**src/rtl/sram_seq_pkg.sv**
```systemverilog
package sram_seq_pkg;

  typedef enum logic [2:0] {
    ST_IDLE     = 3'd0,
    ST_RD_ACC   = 3'd1,
    ST_WR_GAP   = 3'd2,
    ST_WR_PULSE = 3'd3,
    ST_WR_HOLD  = 3'd4
  } seq_state_e;

  typedef struct packed {
    logic cs_n;
    logic oe_n;
    logic we_n;
    logic dq_oe;
  } strobe_t;

  localparam strobe_t STROBE_IDLE = '{cs_n: 1'b1, oe_n: 1'b1, we_n: 1'b1, dq_oe: 1'b0};

  function automatic int unsigned cnt_width(input int unsigned max_val);
    return (max_val < 2) ? 1 : $clog2(max_val + 1);
  endfunction

  function automatic strobe_t strobe_for(input seq_state_e st);
    strobe_t s;
    s = STROBE_IDLE;
    case (st)
      ST_RD_ACC: begin
        s.cs_n = 1'b0;
        s.oe_n = 1'b0;
      end
      ST_WR_PULSE: begin
        s.cs_n  = 1'b0;
        s.we_n  = 1'b0;
        s.dq_oe = 1'b1;
      end
      ST_WR_HOLD: begin
        s.dq_oe = 1'b1;
      end
      default: s = STROBE_IDLE;
    endcase
    return s;
  endfunction

endpackage

```
**src/rtl/sram_wait_cnt.sv**
```systemverilog
module sram_wait_cnt #(
  parameter int unsigned CNT_W = 3
) (
  input  logic             clk,
  input  logic             rst_n,
  input  logic             load,
  input  logic [CNT_W-1:0] load_val,
  output logic             last
);

  logic [CNT_W-1:0] cnt_q;
  logic [CNT_W-1:0] cnt_d;

  always_comb begin
    cnt_d = cnt_q;
    if (load) begin
      cnt_d = load_val;
    end else if (cnt_q != '0) begin
      cnt_d = cnt_q - 1'b1;
    end
  end

  always_ff @(posedge clk or negedge rst_n) begin
    if (!rst_n) begin
      cnt_q <= '0;
    end else begin
      cnt_q <= cnt_d;
    end
  end

  assign last = (cnt_q == '0);

endmodule

```
**src/rtl/sram_turn_timer.sv**
```systemverilog
module sram_turn_timer #(
  parameter int unsigned TURN_CYC = 2,
  parameter int unsigned TW       = 2
) (
  input  logic clk,
  input  logic rst_n,
  input  logic start,
  output logic drive_ok
);

  localparam logic [TW-1:0] TURN_LD = TW'(TURN_CYC);

  logic [TW-1:0] rem_q;
  logic [TW-1:0] rem_d;

  always_comb begin
    rem_d = rem_q;
    if (start) begin
      rem_d = TURN_LD;
    end else if (rem_q != '0) begin
      rem_d = rem_q - 1'b1;
    end
  end

  always_ff @(posedge clk or negedge rst_n) begin
    if (!rst_n) begin
      rem_q <= '0;
    end else begin
      rem_q <= rem_d;
    end
  end

  // A transition taken on the coming edge sees the gap complete once one cycle is left.
  assign drive_ok = (rem_q <= TW'(1));

endmodule

```
**src/rtl/sram_seq_fsm.sv**
```systemverilog
module sram_seq_fsm
  import sram_seq_pkg::*;
#(
  parameter int unsigned ACC_CYC = 5,
  parameter int unsigned WE_CYC  = 5,
  parameter int unsigned CNT_W   = 3
) (
  input  logic             clk,
  input  logic             rst_n,
  input  logic             req_valid,
  input  logic             req_write,
  input  logic             phase_last,
  input  logic             turn_ok,
  output seq_state_e       state_q,
  output seq_state_e       state_d,
  output logic             accept,
  output logic             phase_load,
  output logic [CNT_W-1:0] phase_val,
  output logic             rd_end,
  output logic             wr_end
);

  localparam logic [CNT_W-1:0] ACC_LD = CNT_W'(ACC_CYC - 1);
  localparam logic [CNT_W-1:0] WE_LD  = CNT_W'(WE_CYC - 1);

  always_comb begin
    state_d    = state_q;
    accept     = 1'b0;
    phase_load = 1'b0;
    phase_val  = '0;
    rd_end     = 1'b0;
    wr_end     = 1'b0;
    case (state_q)
      ST_IDLE: begin
        if (req_valid) begin
          accept = 1'b1;
          if (!req_write) begin
            state_d    = ST_RD_ACC;
            phase_load = 1'b1;
            phase_val  = ACC_LD;
          end else if (turn_ok) begin
            state_d    = ST_WR_PULSE;
            phase_load = 1'b1;
            phase_val  = WE_LD;
          end else begin
            state_d = ST_WR_GAP;
          end
        end
      end
      ST_RD_ACC: begin
        if (phase_last) begin
          state_d = ST_IDLE;
          rd_end  = 1'b1;
        end
      end
      ST_WR_GAP: begin
        if (turn_ok) begin
          state_d    = ST_WR_PULSE;
          phase_load = 1'b1;
          phase_val  = WE_LD;
        end
      end
      ST_WR_PULSE: begin
        if (phase_last) begin
          state_d = ST_WR_HOLD;
        end
      end
      ST_WR_HOLD: begin
        state_d = ST_IDLE;
        wr_end  = 1'b1;
      end
      default: state_d = ST_IDLE;
    endcase
  end

  always_ff @(posedge clk or negedge rst_n) begin
    if (!rst_n) begin
      state_q <= ST_IDLE;
    end else begin
      state_q <= state_d;
    end
  end

endmodule

```
**src/rtl/sram_seq_ctrl.sv**
```systemverilog
module sram_seq_ctrl
  import sram_seq_pkg::*;
#(
  parameter int unsigned ADDR_W   = 15,
  parameter int unsigned DATA_W   = 8,
  parameter int unsigned ACC_CYC  = 5,
  parameter int unsigned WE_CYC   = 5,
  parameter int unsigned TURN_CYC = 2
) (
  input  logic              clk,
  input  logic              rst_n,
  input  logic              req_valid,
  input  logic              req_write,
  input  logic [ADDR_W-1:0] req_addr,
  input  logic [DATA_W-1:0] req_wdata,
  output logic              busy,
  output logic              done,
  output logic [DATA_W-1:0] rsp_rdata,
  output logic [ADDR_W-1:0] mem_addr,
  output logic              mem_cs_n,
  output logic              mem_oe_n,
  output logic              mem_we_n,
  output logic [DATA_W-1:0] mem_dq_out,
  output logic              mem_dq_oe,
  input  logic [DATA_W-1:0] mem_dq_in
);

  localparam int unsigned PHASE_MAX = (ACC_CYC > WE_CYC) ? ACC_CYC : WE_CYC;
  localparam int unsigned CNT_W     = cnt_width(PHASE_MAX);
  localparam int unsigned TW        = cnt_width(TURN_CYC);

  // Reset: asserted asynchronously, released through two flops.
  logic rst_s1_n;
  logic rst_q_n;

  always_ff @(posedge clk or negedge rst_n) begin
    if (!rst_n) begin
      rst_s1_n <= 1'b0;
      rst_q_n  <= 1'b0;
    end else begin
      rst_s1_n <= 1'b1;
      rst_q_n  <= rst_s1_n;
    end
  end

  seq_state_e       state_q;
  seq_state_e       state_d;
  logic             accept;
  logic             phase_load;
  logic [CNT_W-1:0] phase_val;
  logic             phase_last;
  logic             turn_ok;
  logic             rd_end;
  logic             wr_end;

  sram_seq_fsm #(
    .ACC_CYC (ACC_CYC),
    .WE_CYC  (WE_CYC),
    .CNT_W   (CNT_W)
  ) u_fsm (
    .clk        (clk),
    .rst_n      (rst_q_n),
    .req_valid  (req_valid),
    .req_write  (req_write),
    .phase_last (phase_last),
    .turn_ok    (turn_ok),
    .state_q    (state_q),
    .state_d    (state_d),
    .accept     (accept),
    .phase_load (phase_load),
    .phase_val  (phase_val),
    .rd_end     (rd_end),
    .wr_end     (wr_end)
  );

  sram_wait_cnt #(
    .CNT_W (CNT_W)
  ) u_phase (
    .clk      (clk),
    .rst_n    (rst_q_n),
    .load     (phase_load),
    .load_val (phase_val),
    .last     (phase_last)
  );

  sram_turn_timer #(
    .TURN_CYC (TURN_CYC),
    .TW       (TW)
  ) u_turn (
    .clk      (clk),
    .rst_n    (rst_q_n),
    .start    (rd_end),
    .drive_ok (turn_ok)
  );

  // Request capture, clock-enabled by acceptance.
  logic [ADDR_W-1:0] addr_q;
  logic [DATA_W-1:0] wdata_q;
  logic [DATA_W-1:0] rdata_q;
  logic              done_q;
  strobe_t           strobe_q;
  strobe_t           strobe_d;

  always_ff @(posedge clk or negedge rst_q_n) begin
    if (!rst_q_n) begin
      addr_q  <= '0;
      wdata_q <= '0;
    end else if (accept) begin
      addr_q  <= req_addr;
      wdata_q <= req_wdata;
    end
  end

  // Capture on the closing edge of the access window, strobes still low.
  always_ff @(posedge clk or negedge rst_q_n) begin
    if (!rst_q_n) begin
      rdata_q <= '0;
    end else if (rd_end) begin
      rdata_q <= mem_dq_in;
    end
  end

  always_ff @(posedge clk or negedge rst_q_n) begin
    if (!rst_q_n) begin
      done_q <= 1'b0;
    end else begin
      done_q <= rd_end | wr_end;
    end
  end

  // Strobes come straight from flops fed by the next state.
  always_comb begin
    strobe_d = strobe_for(state_d);
  end

  always_ff @(posedge clk or negedge rst_q_n) begin
    if (!rst_q_n) begin
      strobe_q <= STROBE_IDLE;
    end else begin
      strobe_q <= strobe_d;
    end
  end

  assign busy       = (state_q != ST_IDLE);
  assign done       = done_q;
  assign rsp_rdata  = rdata_q;
  assign mem_addr   = addr_q;
  assign mem_dq_out = wdata_q;
  assign mem_cs_n   = strobe_q.cs_n;
  assign mem_oe_n   = strobe_q.oe_n;
  assign mem_we_n   = strobe_q.we_n;
  assign mem_dq_oe  = strobe_q.dq_oe;

endmodule

```
**config.mk**
```make
export PLATFORM = sky130hd
export DESIGN_NAME = sram_seq_ctrl
export DESIGN_NICKNAME = d
export VERILOG_FILES = /design/src/rtl/sram_seq_pkg.sv /design/src/rtl/sram_wait_cnt.sv /design/src/rtl/sram_turn_timer.sv /design/src/rtl/sram_seq_fsm.sv /design/src/rtl/sram_seq_ctrl.sv
export SDC_FILE = /design/constraint.sdc
export NUM_CORES = 1
export LEC_CHECK = 0
export ABC_AREA = 1
export BUFFER_PORTS_ARGS = -buffer_cell sky130_fd_sc_hd__buf_4
export CORE_UTILIZATION = 39
export CTS_BUF_LIST = sky130_fd_sc_hd__clkbuf_16
export CTS_CLUSTER_SIZE = 14
export DETAILED_ROUTE_END_ITERATION = 8
export PLACE_DENSITY = 0.75
export SYNTH_ARGS = -nofsm -noshare
export SYNTH_HDL_FRONTEND = slang
export SYNTH_SLANG_ARGS = --single-unit
```
**constraint.sdc**
```tcl
create_clock -name clk -period 1.96 [get_ports clk]
set_input_delay 0.098 -clock clk [delete_from_list [all_inputs] [get_ports clk]]
set_output_delay 0.098 -clock clk [all_outputs]
set_load 0.01 [all_outputs]
```
==> flow_summary.json <==
{
  "first_pass_iters": 4,
  "grt_use_total": 0.151,
  "placed_area_mm2": 0.00254,
  "die_x_um": 72.8,
  "insertedDiodeCount": 0,
  "ant_nets": 0,
  "finalCritPeriodShare": 0.798,
  "async_flop_share": 1.00,
  "layout.nets": 323,
  "synth.avg_cell_area_um2": 9.49,
  "yosys_warnings": 0,
  "post-place-cells": 341,
  "worst-path-buf-inv": 3,
  "crit_type": "register to register",
  "post-dp-hpwl_mm": 2.89,
  "fmax_mhz": 639,
  "row_count": 25,
  "cap_violations": 0,
  "die_area_mm2": 0.00530,
  "design_area_mm2": 0.00271,
  "area_growth_pct": 38.7,
  "cts_tree": "yes",
  "path_clk_slew_ns": 0.06,
  "grt_max_degree": 47,
  "period_minus_slack_ns": 1.56,
  "wl_mm": 3.78,
  "vias": 1516,
  "syn_inst": 206,
  "initial_utilization": 0.408,
  "wl_per_cell_um": 10.7,
  "grt_pass1_vias": 1431,
  "synth_area_mm2": 0.00195,
  "worstHoldPathType": "primary input to register",
  "grt_setup_unrepaired": "no",
  "grt_pass1_wl_mm": 6.13,
  "dr.first_iter.drc_count": 42,
  "cts_buffer_depth": 2,
  "slowest_stage": "dfrtp_1",
  "synth_edf_count": 0,
  "rrSetupSlack_ns": 0.40,
  "yosys.area.top_type": "dfrtp_1",
  "power_density_mw_per_mm2": 1610,
  "met3_length_um": 134,
  "drcViolationCount": 0,
  "status": "completed",
  "finalHoldViolations": 0,
  "setup_viol": 0,
  "routed.top_layer": "met4",
  "drive_gt1_frac": 0.351,
  "yosysUniqueCellTypes": 24,
  "postLayoutCoreUtil": 0.566,
  "fin_skew_ns": 0.00620,
  "ios": 72,
  "cp_common_cell": "nand2_1",
  "synth_most_common_cell": "nand2_1",
  "slowest_delay_ns": 0.36,
  "end_kind": "register",
  "synthTopCellsByArea": "dfrtp_1 (55%), nand2_1 (11%), inv_1 (6.9%), o21ai_1 (6.1%), dfstp_2 (4.0%)",
  "port_buffers": 71,
  "clk_latency_ns": 0.28,
  "clockRootBuffer": "clkbuf_16",
  "leakage_nw": 1.50,
  "met1_length_mm": 1.61,
  "route.met2.wl_mm": 1.99,
  "numClockSinks": 46,
  "ys_ff_latch": 46,
  "final_cells": 352,
  "hold_ws_ns": 0.00398,
  "seq_area_frac_synth": 0.591,
  "cp.arrival_ns": 1.74,
  "synthFlopType": "dfrtp_1",
  "synth_nets": 245,
  "required_ns": 2.13,
  "h-tree-depth": 2,
  "path_delay_family": "buffers and inverters",
  "path_cells": "inv_1 > ha_1 > nand2_1 > inv_1 > nand4_1 > buf_4 > nand2_1 > nand2_1",
  "core_mm2": 0.00479,
  "cp-start-kind": "register",
  "finalSetupTns_ns": 0,
  "cp_max_fo": 8,
  "routed_via_density": 4.31,
  "netlist_top_cells_count": "nand2_1 (57), dfrtp_1 (43), inv_1 (36)",
  "die_h_um": 72.8,
  "gp_congestion": 0.767,
  "numCtsBuffers": 5,
  "antenna_found_initial": 0,
  "grt_overflow_total": 0,
  "ir_drop_mv": 0.765,
  "maxSlewViolCount": 0,
  "yosys.area.top_type_share": 0.551
}
[worst reg2reg max path, cell delays in order (launching register included)]
cell,delay [ns]
dfrtp_1,0.36
inv_1,0.11
ha_1,0.18
nand2_1,0.11
inv_1,0.13
nand4_1,0.21
buf_4,0.24
nand2_1,0.06
nand2_1,0.05
[layout by cell type (no fill, tap or decap), types with 2 or more instances in the layout]
cell type  count
xor2_1         2
buf_4         75
nand2_2        3
nand4_1        2
nor2_1         6
o21ai_1       24
inv_2          2
clkinv_1       2
inv_1         36
nand2_4        3
nand2_1       57
dfstp_2        3
nor2_2         2
o211ai_1       2
clkbuf_16      5
nand3_1        3
nor2_4         3
ha_1           4
dfrtp_1       42
[metal layers]
metal | track usage | vias to the layer above
li1 | - | 777
met1 | 0.183 | 698
met2 | 0.265 | 37
met3 | 0.0331 | 4
met4 | 0.0523 | 0
met5 | 0 | -
[final cells by class]
class                           instances  area, um2
Clock buffer                            5        125
Clock inverter                          3       16.3
Fill cell                             445       2080
Inverter                               38        143
Multi-Input combinational cell        117        613
Sequential cell                        46       1160
Tap cell                               67       83.8
Timing Repair Buffer                   76        573
[kinds of logic (layout without fill, tap and decap cells)]
logic type | count (synthesis) | count (layout) | share of synthesized area
AND/OR/NAND/NOR | 81 | 81 | 0.199
flip-flops | 46 | 46 | 0.591
buffers and inverters | 43 | 122 | 0.0954
AO/OA/AOI/OAI | 29 | 29 | 0.0781
adder cells (fa/ha/maj) | 4 | 4 | 0.0256
XOR/XNOR | 2 | 2 | 0.00896
other | 1 | 1 | 0.00192
[through the flow]
| step | power, mW | setup WS [ns] |
|---|---|---|
| global route | 4.71 | 0.285 |
| global placement | 3.51 | 0.288 |
| floorplan | 2.80 | 0.590 |
| CTS | 4.42 | 0.147 |
| finish | 4.37 | 0.396 |
| detailed placement | 3.60 | 0.196 |
[flip-flops by register name (all words and copies together), names as in the netlist, 2 cells and up]
name and flops:
rsp_rdata 8, mem_dq_out 8, u_phase.cnt_q 3, mem_addr 15
u_fsm.state_q 3, u_turn.rem_q 2
[power by group]
part,leakage (nW),switching (mW),total [mW],internal [mW]
Clock,0.0689,0.335,0.801,0.465
Combinational,0.869,1.01,1.90,0.893
Sequential,0.560,0.268,1.67,1.40
Total,1.50,1.61,4.37,2.76
[path summary, 6_finish.rpt]
path	cells past startpoint	from	endpoint
hold reg to reg	0	rst_q_n	mem_addr[14]
max in group asynchronous	1	rst_q_n	mem_cs_n
hold / removal	3	mem_dq_in[4]	rsp_rdata[4]
setup / recovery	8	u_phase.cnt_q[0]	rsp_rdata[3]
min in group asynchronous	2	rst_n	rst_q_n
setup reg to reg	8	u_phase.cnt_q[0]	rsp_rdata[3]
[repair_timing]
item / 4_1_cts / 5_1_grt
setup buffers: 0 / 2
endpoints found under the setup margin: 0 / 9
resized for setup: 0 / 0
hold buffers: 1 / 0
hold endpoints to repair: 2 / 0
No activity file was read; power rests on OpenSTA's default activity.
